==> config.mk <==
export PLATFORM = sky130hd
export DESIGN_NAME = oam_page_dma
export DESIGN_NICKNAME = d
export VERILOG_FILES = /design/src/rtl/oam_dma_pkg.sv /design/src/rtl/oam_dma_seq.sv /design/src/rtl/oam_dma_addr.sv /design/src/rtl/oam_page_dma.sv
export SDC_FILE = /design/constraint.sdc
export NUM_CORES = 1
export LEC_CHECK = 0
export BUFFER_PORTS_ARGS = -buffer_cell sky130_fd_sc_hd__buf_2
export CORE_MARGIN = 1.5
export CORE_UTILIZATION = 50
export CTS_CLUSTER_DIAMETER = 40
export DETAILED_ROUTE_END_ITERATION = 12
export GPL_TIMING_DRIVEN = 0
export PLACE_DENSITY_LB_ADDON = 0.3
export SLEW_MARGIN = 20
export SYNTH_ARGS = -nofsm -noshare
export SYNTH_HDL_FRONTEND = slang
export SYNTH_SLANG_ARGS = --single-unit
==> constraint.sdc <==
create_clock -name clk_i -period 2.8 [get_ports clk_i]
set_clock_uncertainty 0.05 [all_clocks]
set_input_delay 0.42 -clock clk_i [delete_from_list [all_inputs] [get_ports clk_i]]
set_output_delay 0.42 -clock clk_i [all_outputs]
set_load 0.05 [all_outputs]
==> src/rtl/oam_dma_pkg.sv <==
package oam_dma_pkg;
  typedef enum logic [1:0] {
    ST_IDLE = 2'd0,
    ST_WAIT = 2'd1,
    ST_XFER = 2'd2
  } dma_state_e;
endpackage

==> src/rtl/oam_dma_seq.sv <==
module oam_dma_seq
  import oam_dma_pkg::*;
#(
  parameter int unsigned SPAN      = 160,
  parameter int unsigned START_DLY = 4,
  parameter int unsigned STRIDE    = 4,
  localparam int unsigned IDX_W    = (SPAN > 1) ? $clog2(SPAN) : 1,
  localparam int unsigned PH_W     = (STRIDE > 1) ? $clog2(STRIDE) : 1,
  localparam int unsigned DLY_W    = (START_DLY > 1) ? $clog2(START_DLY) : 1
) (
  input  logic             clk_i,
  input  logic             rst_ni,
  input  logic             tick_i,
  input  logic             restart_i,
  output logic             busy_o,
  output logic             slot_o,
  output logic             done_o,
  output logic [IDX_W-1:0] idx_o
);
  localparam logic [IDX_W-1:0] LAST_IDX = IDX_W'(SPAN - 1);
  localparam logic [PH_W-1:0]  LAST_PH  = PH_W'(STRIDE - 1);
  localparam logic [DLY_W-1:0] LAST_DLY = DLY_W'(START_DLY - 1);

  dma_state_e       state_q;
  logic [DLY_W-1:0] dly_q;
  logic [PH_W-1:0]  ph_q;
  logic [IDX_W-1:0] idx_q;

  assign busy_o = (state_q != ST_IDLE);
  assign slot_o = (state_q == ST_XFER) && tick_i && (ph_q == '0);
  assign done_o = slot_o && (idx_q == LAST_IDX);
  assign idx_o  = idx_q;

  always_ff @(posedge clk_i or negedge rst_ni) begin
    if (!rst_ni) begin
      state_q <= ST_IDLE;
      dly_q   <= '0;
      ph_q    <= '0;
      idx_q   <= '0;
    end else if (restart_i) begin
      state_q <= ST_WAIT;
      dly_q   <= '0;
      ph_q    <= '0;
      idx_q   <= '0;
    end else if (tick_i) begin
      unique case (state_q)
        ST_WAIT: begin
          if (dly_q == LAST_DLY) begin
            state_q <= ST_XFER;
            dly_q   <= '0;
          end else begin
            dly_q <= dly_q + 1'b1;
          end
        end
        ST_XFER: begin
          if (done_o) begin
            state_q <= ST_IDLE;
            ph_q    <= '0;
            idx_q   <= '0;
          end else begin
            ph_q <= (ph_q == LAST_PH) ? '0 : ph_q + 1'b1;
            if (slot_o) idx_q <= idx_q + 1'b1;
          end
        end
        default: ;
      endcase
    end
  end

  AST_SLOT_IDX_RANGE: assert property (@(posedge clk_i) disable iff (!rst_ni)
    slot_o |-> idx_q <= LAST_IDX);
  AST_DONE_TO_IDLE: assert property (@(posedge clk_i) disable iff (!rst_ni)
    (done_o && !restart_i) |=> !busy_o);
  AST_FROZEN_NO_TICK: assert property (@(posedge clk_i) disable iff (!rst_ni)
    (!tick_i && !restart_i) |=> $stable(idx_q) && $stable(ph_q) && $stable(state_q));
endmodule

==> src/rtl/oam_dma_addr.sv <==
module oam_dma_addr #(
  parameter int unsigned  IDX_W    = 8,
  parameter logic [15:0]  DST_BASE = 16'hFE00
) (
  input  logic [7:0]       page_i,
  input  logic [IDX_W-1:0] idx_i,
  output logic [15:0]      src_o,
  output logic [15:0]      dst_o
);
  assign src_o = {page_i, 8'h00} + 16'(idx_i);
  assign dst_o = DST_BASE + 16'(idx_i);
endmodule

==> src/rtl/oam_page_dma.sv <==
module oam_page_dma #(
  parameter int unsigned SPAN      = 160,
  parameter int unsigned START_DLY = 4,
  parameter int unsigned STRIDE    = 4,
  parameter logic [15:0] DST_BASE  = 16'hFE00,
  localparam int unsigned IDX_W    = (SPAN > 1) ? $clog2(SPAN) : 1
) (
  input  logic        clk_i,
  input  logic        rst_ni,
  input  logic        tick_i,
  input  logic        wr_en_i,
  input  logic [7:0]  wr_data_i,
  output logic [7:0]  ctrl_o,
  output logic        busy_o,
  output logic        xfer_valid_o,
  output logic [15:0] src_addr_o,
  output logic [15:0] dst_addr_o
);
  logic [7:0]       ctrl_q;
  logic             slot, done;
  logic [IDX_W-1:0] idx;

  oam_dma_seq #(
    .SPAN(SPAN), .START_DLY(START_DLY), .STRIDE(STRIDE)
  ) u_seq (
    .clk_i(clk_i), .rst_ni(rst_ni), .tick_i(tick_i), .restart_i(wr_en_i),
    .busy_o(busy_o), .slot_o(slot), .done_o(done), .idx_o(idx)
  );

  oam_dma_addr #(.IDX_W(IDX_W), .DST_BASE(DST_BASE)) u_addr (
    .page_i(ctrl_q), .idx_i(idx), .src_o(src_addr_o), .dst_o(dst_addr_o)
  );

  // write wins over end-of-copy clear
  always_ff @(posedge clk_i or negedge rst_ni) begin
    if (!rst_ni)      ctrl_q <= '0;
    else if (wr_en_i) ctrl_q <= wr_data_i;
    else if (done)    ctrl_q <= '0;
  end

  assign ctrl_o       = ctrl_q;
  assign xfer_valid_o = slot;

  AST_WRITE_STORES: assert property (@(posedge clk_i) disable iff (!rst_ni)
    wr_en_i |=> busy_o && ctrl_o == $past(wr_data_i));
  AST_NO_BACK_TO_BACK: assert property (@(posedge clk_i) disable iff (!rst_ni)
    xfer_valid_o |=> !xfer_valid_o);
  AST_VALID_NEEDS_TICK: assert property (@(posedge clk_i) disable iff (!rst_ni)
    xfer_valid_o |-> tick_i);
  AST_SRC_PAGE: assert property (@(posedge clk_i) disable iff (!rst_ni)
    xfer_valid_o |-> src_addr_o[15:8] == ctrl_o);
  AST_DST_WINDOW: assert property (@(posedge clk_i) disable iff (!rst_ni)
    xfer_valid_o |-> (dst_addr_o >= DST_BASE) && (dst_addr_o <= DST_BASE + 16'(SPAN - 1))
      && (dst_addr_o[7:0] == src_addr_o[7:0]));
  AST_IDLE_CTRL_ZERO: assert property (@(posedge clk_i) disable iff (!rst_ni)
    !busy_o |-> ctrl_o == 8'h00);
  AST_VALID_WHEN_BUSY: assert property (@(posedge clk_i) disable iff (!rst_ni)
    xfer_valid_o |-> busy_o);
endmodule

==> results.yml, run 1 <==
worst_setup_path:
  startpoint: "u_seq.ph_q[0]"
  crit-reg2reg-launch: "u_seq.idx_o[0]"
  cp_max_fo: 10
  crit_slowest_cell: "dfrtp_1"
  critPathArrivalTime_ns: 1.53
  start_kind: "register"
  critPathTopFamily: "buffers and inverters"
  end_kind: "primary output"
  worstSetupPathType: "register to primary output"
  crit_buf_inv: 3
  path_cells: "inv_1 > ha_1 > nand4b_4 > inv_4 > buf_2"
  cp_slowest_stage_delay_ns: 0.42
  crit_required_ns: 2.33
clock_network:
  postCtsSetupRepairBufs: 0
  ctsHoldBuffers: 0
  cts_tree: "built"
  cts_made_buffers: 3
  clk_path_buf_depth: 2
  cts_root_buf: "clkbuf_4"
  clk_pin_slew_worst_paths_ns: 0.13
  insertion_delay_ns: 0.31
  htree_levels: 1
  cts.sinks: 22
  cts_resized: 0
sta:
  fin_crit_sh_pct: 71.3
  fin_setup_tns_ns: 0
  max_freq_mhz: 501
  period_minus_slack_ns: 2.00
  hold_viol_final: 1
  report.final.slew_viol_count: 0
  setup_violations: 0
  whs_ns: -0.000280
  rsz0062_at_grt: "no"
floorplan:
  core_um2: 2430
  start_util_pct: 52.2
  die-area_um2: 2850
  die_w_um: 53.4
  dieHeight_um: 53.4
  io_pins: 54
  rows: 18
yosys:
  synth.avg_cell_area_um2: 9.54
  yosysSeqAreaShare_pct: 43.4
  ys_types: 30
  ys_ff_latch: 22
  synth_area_um2: 1270
  synthCells: 133
  yosysWarnings: 0
global_routing:
  grt_pass1_vias: 954
  grt-ovfl-total: 0
  grt_max_degree: 23
  antenna_found_initial: 0
  grt_pass1_wl_mm: 4.15
  globalRouteTotalUtil_pct: 20.5
route:
  num_vias: 1048
  vias_per_cell: 4.81
  first_pass_iters: 4
  wl_mm: 2.60
  drtAntennaViolNets: 0
  drc: 0
  drt_iter0_markers: 11
  drt-wirelength-per-cell_um: 11.9
cells_and_area:
  drive_gt1_share_pct: 43.1
  synthToLayoutAreaGrowth_pct: 26.6
  fin_nets: 205
  diodes: 0
  fin_area_um2: 1610
placed_design:
  place_hpwl_mm: 1.91
  gp_congestion: 0.747
  place_area_um2: 1550
  io_buffers: 45
run_status:
  status: "finished with violations"
  violations: "negative hold slack"
worst_hold_path:
  hold_class: "input port to async pin"
power:
  p_leak_uw: 0.000906
  p_per_area_nw_per_um2: 481
  ir_drop_mv: 0.364
flow_run:
  cap_violations: 0
## per-stage QoR
step	hold slack, ns	cells	util, %	setup WS (ns)	power [uW]
floorplan	0.0744	139	-	0.877	495
global placement	0.355	214	63.9	1.06	534
detailed placement	0.364	214	63.9	1.03	538
CTS	0.00536	218	66.0	0.784	782
global route	0.0271	218	66.0	0.699	804
finish	-0.000280	218	66.0	0.805	773
## report_power, final
group          switching [uW]  total, uW  internal (uW)
registers                10.8        342            331
logic                     136        188           52.2
clock network            97.9        243            145
## synth_stat cells
library cell	n	area share [%]
nand3b_1	1	0.59
nor3_1	3	1.2
mux2_2	1	0.89
clkbuf_1	1	0.30
inv_1	3	0.89
nand4_1	3	1.5
mux2i_1	2	1.6
and4bb_1	1	0.99
or4_1	1	0.59
o21ai_0	9	3.6
xor2_1	6	4.1
and3_1	2	0.99
and3_2	1	0.59
a21o_2	1	0.69
a21oi_1	5	2.0
ha_1	4	3.9
nand4b_4	1	1.9
nor2_1	6	1.8
nand2_1	23	6.8
clkbuf_8	2	2.2
nand3_1	3	1.2
o2111ai_1	1	0.69
conb_1	2	0.59
and3_4	1	0.89
nor2b_1	1	0.49
dfrtp_1	22	43
nor4_1	1	0.49
buf_4	24	14
inv_4	1	0.49
a211oi_1	1	0.59
## metal layers
metal | up-vias | routed length (um) | share of wire (%) | GRT usage, %
met2 | 31 | 1360 | 52 | 37.2
met5 | - | 0 | 0 | 0
li1 | 523 | - | - | -
met3 | 2 | 138 | 5.3 | 3.11
met1 | 492 | 1100 | 42 | 22.8
met4 | 0 | 10 | 0.38 | 10.3
## cells in the final DEF, fill, tap and decap left out, types with 2 or more instances in the layout
cell       n
clkbuf_8   2
nand4_1    3
dfrtp_1   22
nand3_1    3
clkbuf_4   3
nand2_1   23
o21ai_0    9
conb_1     8
ha_1       4
and3_1     2
inv_1      3
buf_4     24
nor2_1     6
a21oi_1    5
xor2_1     6
mux2i_1    2
nor3_1     3
buf_2     45
## flip-flops by register name, indices dropped and copies added, names as in the netlist
| signal | cells |
|---|---|
| u_seq.ph_q | 2 |
| u_seq.state_q | 2 |
| u_seq.dly_q | 2 |
| ctrl_o | 8 |
| u_seq.idx_o | 8 |
## layout make-up
type | count | area (um^2)
clock inverters | 1 | 30.0
clock buffers | 3 | 22.5
repair buffers | 45 | 225
multi-input cells | 86 | 512
well taps | 30 | 37.5
plain buffers | 27 | 211
flip-flops and latches | 22 | 551
fillers | 213 | 826
inverters | 4 | 17.5
## kinds of logic after synthesis
kind of cell | after synthesis | share of synthesized area (%)
and+or+nand+nor | 48 | 19.9
buffers and inverters | 31 | 18.0
AOI/OAI and AO/OA | 17 | 7.49
xor gates and xnor gates | 6 | 4.14
other | 2 | 0.592
muxes | 3 | 2.47
DFF | 22 | 43.4
adders and majority gates | 4 | 3.94
## final timing paths
check                                 end  slack (ns)  cells after the start
hold / removal             u_seq.idx_o[3]     -0.0003                      1
setup / recovery             xfer_valid_o        0.80                      5
hold reg to reg            u_seq.dly_q[1]        0.49                      2
min in group clk_i              ctrl_o[2]        0.26                      3
setup reg to reg            u_seq.ph_q[0]        0.97                      5
max in group asynchronous  u_seq.idx_o[1]        2.37                      1
(Power assumes the default switching activity.)
==> run 2, diff against run 1 <==
Settings changed: CORE_UTILIZATION 50 to 47.
Clock period 2.8 ns to 1.9 ns, I/O delays scaled along.
==> run 2 against run 1 <==
Flip-flop and latch count is the same. Clock-buffer cell count is the same. The flow now finishes without violations. Total power grew 47%. Highest routed layer unchanged. Sequential power grew 47%.
==> results.yml, run 2 (synthesized netlist as in run 1, its figures left out) <==
worst_hold_path:
  hold_class: "input port to register"
  min_from: "wr_data_i[6]"
worst_setup_path:
  cp_max_fo: 10
  critPathArrivalTime_ns: 1.46
  endpoint: "xfer_valid_o"
  regToRegEndpoint: "u_seq.ph_q[0]"
  r2r_slack_ns: 0.12
  startpoint: "u_seq.ph_q[0]"
  worstSetupPathType: "register to primary output"
  reg2regPathDepth: 5
  start_kind: "register"
  crit_required_ns: 1.56
  end_kind: "primary output"
  crit-reg2reg-launch: "u_seq.idx_o[0]"
sta:
  fin_crit_sh_pct: 94.3
  max_freq_mhz: 558
  report.final.slew_viol_count: 0
  period_minus_slack_ns: 1.79
  hold_viol_final: 0
  setup_violations: 0
  layout_setup_ws_ns: 0.108
  fin_setup_tns_ns: 0
  rsz0062_at_grt: "no"
route:
  drc: 0
  drt_iter0_markers: 13
  drt-wirelength-per-cell_um: 11.2
  vias_per_cell: 4.74
  first_pass_iters: 4
  drtAntennaViolNets: 0
  wl_mm: 2.47
  num_vias: 1042
clock_network:
  cts_root_buf: "clkbuf_4"
  cts_tree: "built"
  clk_path_buf_depth: 2
  clk_pin_slew_worst_paths_ns: 0.13
  insertion_delay_ns: 0.30
  cts_made_buffers: 3
  htree_levels: 1
  cts.sinks: 22
placed_design:
  pre_cts_ws_ns: 0.120
  gp_congestion: 0.797
  io_buffers: 45
  numPlacedInstances: 214
  place_hpwl_mm: 1.88
power:
  combPwrFrac_pct: 24.5
  swShare_pct: 31.5
  power_frac_seq_pct: 44.2
  ir_drop_mv: 0.492
  p_switching_uw: 358
  p_clk_share_pct: 31.3
  p_per_area_nw_per_um2: 699
  intPower_uw: 780
  p_leak_uw: 0.000912
floorplan:
  start_util_pct: 50.3
  core_um2: 2520
  die_w_um: 55.0
  die-area_um2: 3020
  dieHeight_um: 55.0
  rows: 18
  io_pins: 54
cells_and_area:
  layout_commonest_cell: "buf_2"
  fin_nets: 207
  mostFrequentLayoutCells: "44 x buf_2, 26 x buf_4, 23 x nand2_1"
  final_cells: 220
  drive_gt1_share_pct: 44.2
  diodes: 0
  synthToLayoutAreaGrowth_pct: 28.4
flow_run:
  cap_violations: 0
global_routing:
  antenna_found_initial: 0
  grt_pass1_wl_mm: 3.89
  grt_pass1_vias: 900
  grt_max_degree: 23
  globalRouteTotalUtil_pct: 17.9
  grt-ovfl-total: 0
run_status:
  status: "complete, no violations"
==> run 2: cell types whose count changed in the layout (fill, tap and decap cells not counted), sizes merged <==
cell / previous run / this run
buf: 69 / 70
dlygate4sd3: 0 / 1
==> run 2: worst min-delay path by stage <==
stage	slack, ns	cells past startpoint	to
floorplan	-0.06	0	ctrl_o[0]
global placement	0.22	1	ctrl_o[6]
detailed placement	0.23	1	u_seq.idx_o[7]
CTS	0.12	3	ctrl_o[7]
global route	0.13	3	ctrl_o[7]
finish	0.13	3	ctrl_o[6]
==> run 2: routing by layer <==
metal	track usage, %	vias up	part of all wire (%)
met5	0	-	0
met4	8.13	0	0.69
li1	-	528	-
met1	21.5	484	43
met3	1.61	2	5.3
met2	32.3	28	51
==> run 2: per-stage QoR <==
stage               util (%)  hold slack [ns]  total power, uW  cell area [um^2]
CTS                     64.2            0.118             1150              1620
global placement        61.7            0.222              787              1560
floorplan                  -          -0.0606              729              1290
global route            64.6            0.128             1190              1630
finish                  64.6            0.127             1140              1630
detailed placement      61.7            0.227              792              1560
==> run 2: layout make-up <==
class                           count  area (um^2)
Multi-Input combinational cell     86          512
Buffer                             27          211
Clock buffer                        3         22.5
Sequential cell                    22          553
Clock inverter                      1         30.0
Timing Repair Buffer               47          245
Tap cell                           30         37.5
Fill cell                         209          893
Inverter                            4         17.5
==> run 2: power by group through the flow <==
stage | sequential, uW | combinational (uW) | clock [uW]
finish | 503 | 279 | 356
global route | 507 | 304 | 381
CTS | 504 | 281 | 367
detailed placement | 513 | 279 | 0
global placement | 511 | 276 | 0
floorplan | 565 | 164 | 0
==> run 2: what timing repair did <==
action / CTS / global route
buffers inserted: 0 / 1
endpoints found under the hold margin: 22 / 0
hold buffers: 1 / 0
endpoints found under the setup margin: 0 / 1
resized for setup: 0 / 2
==> run 2: worst max-delay path, stage by stage (launching register included) <==
cell      delay [ns]
dfrtp_1         0.42
inv_1           0.07
ha_1            0.19
nand4b_4        0.14
inv_4           0.13
buf_4           0.21
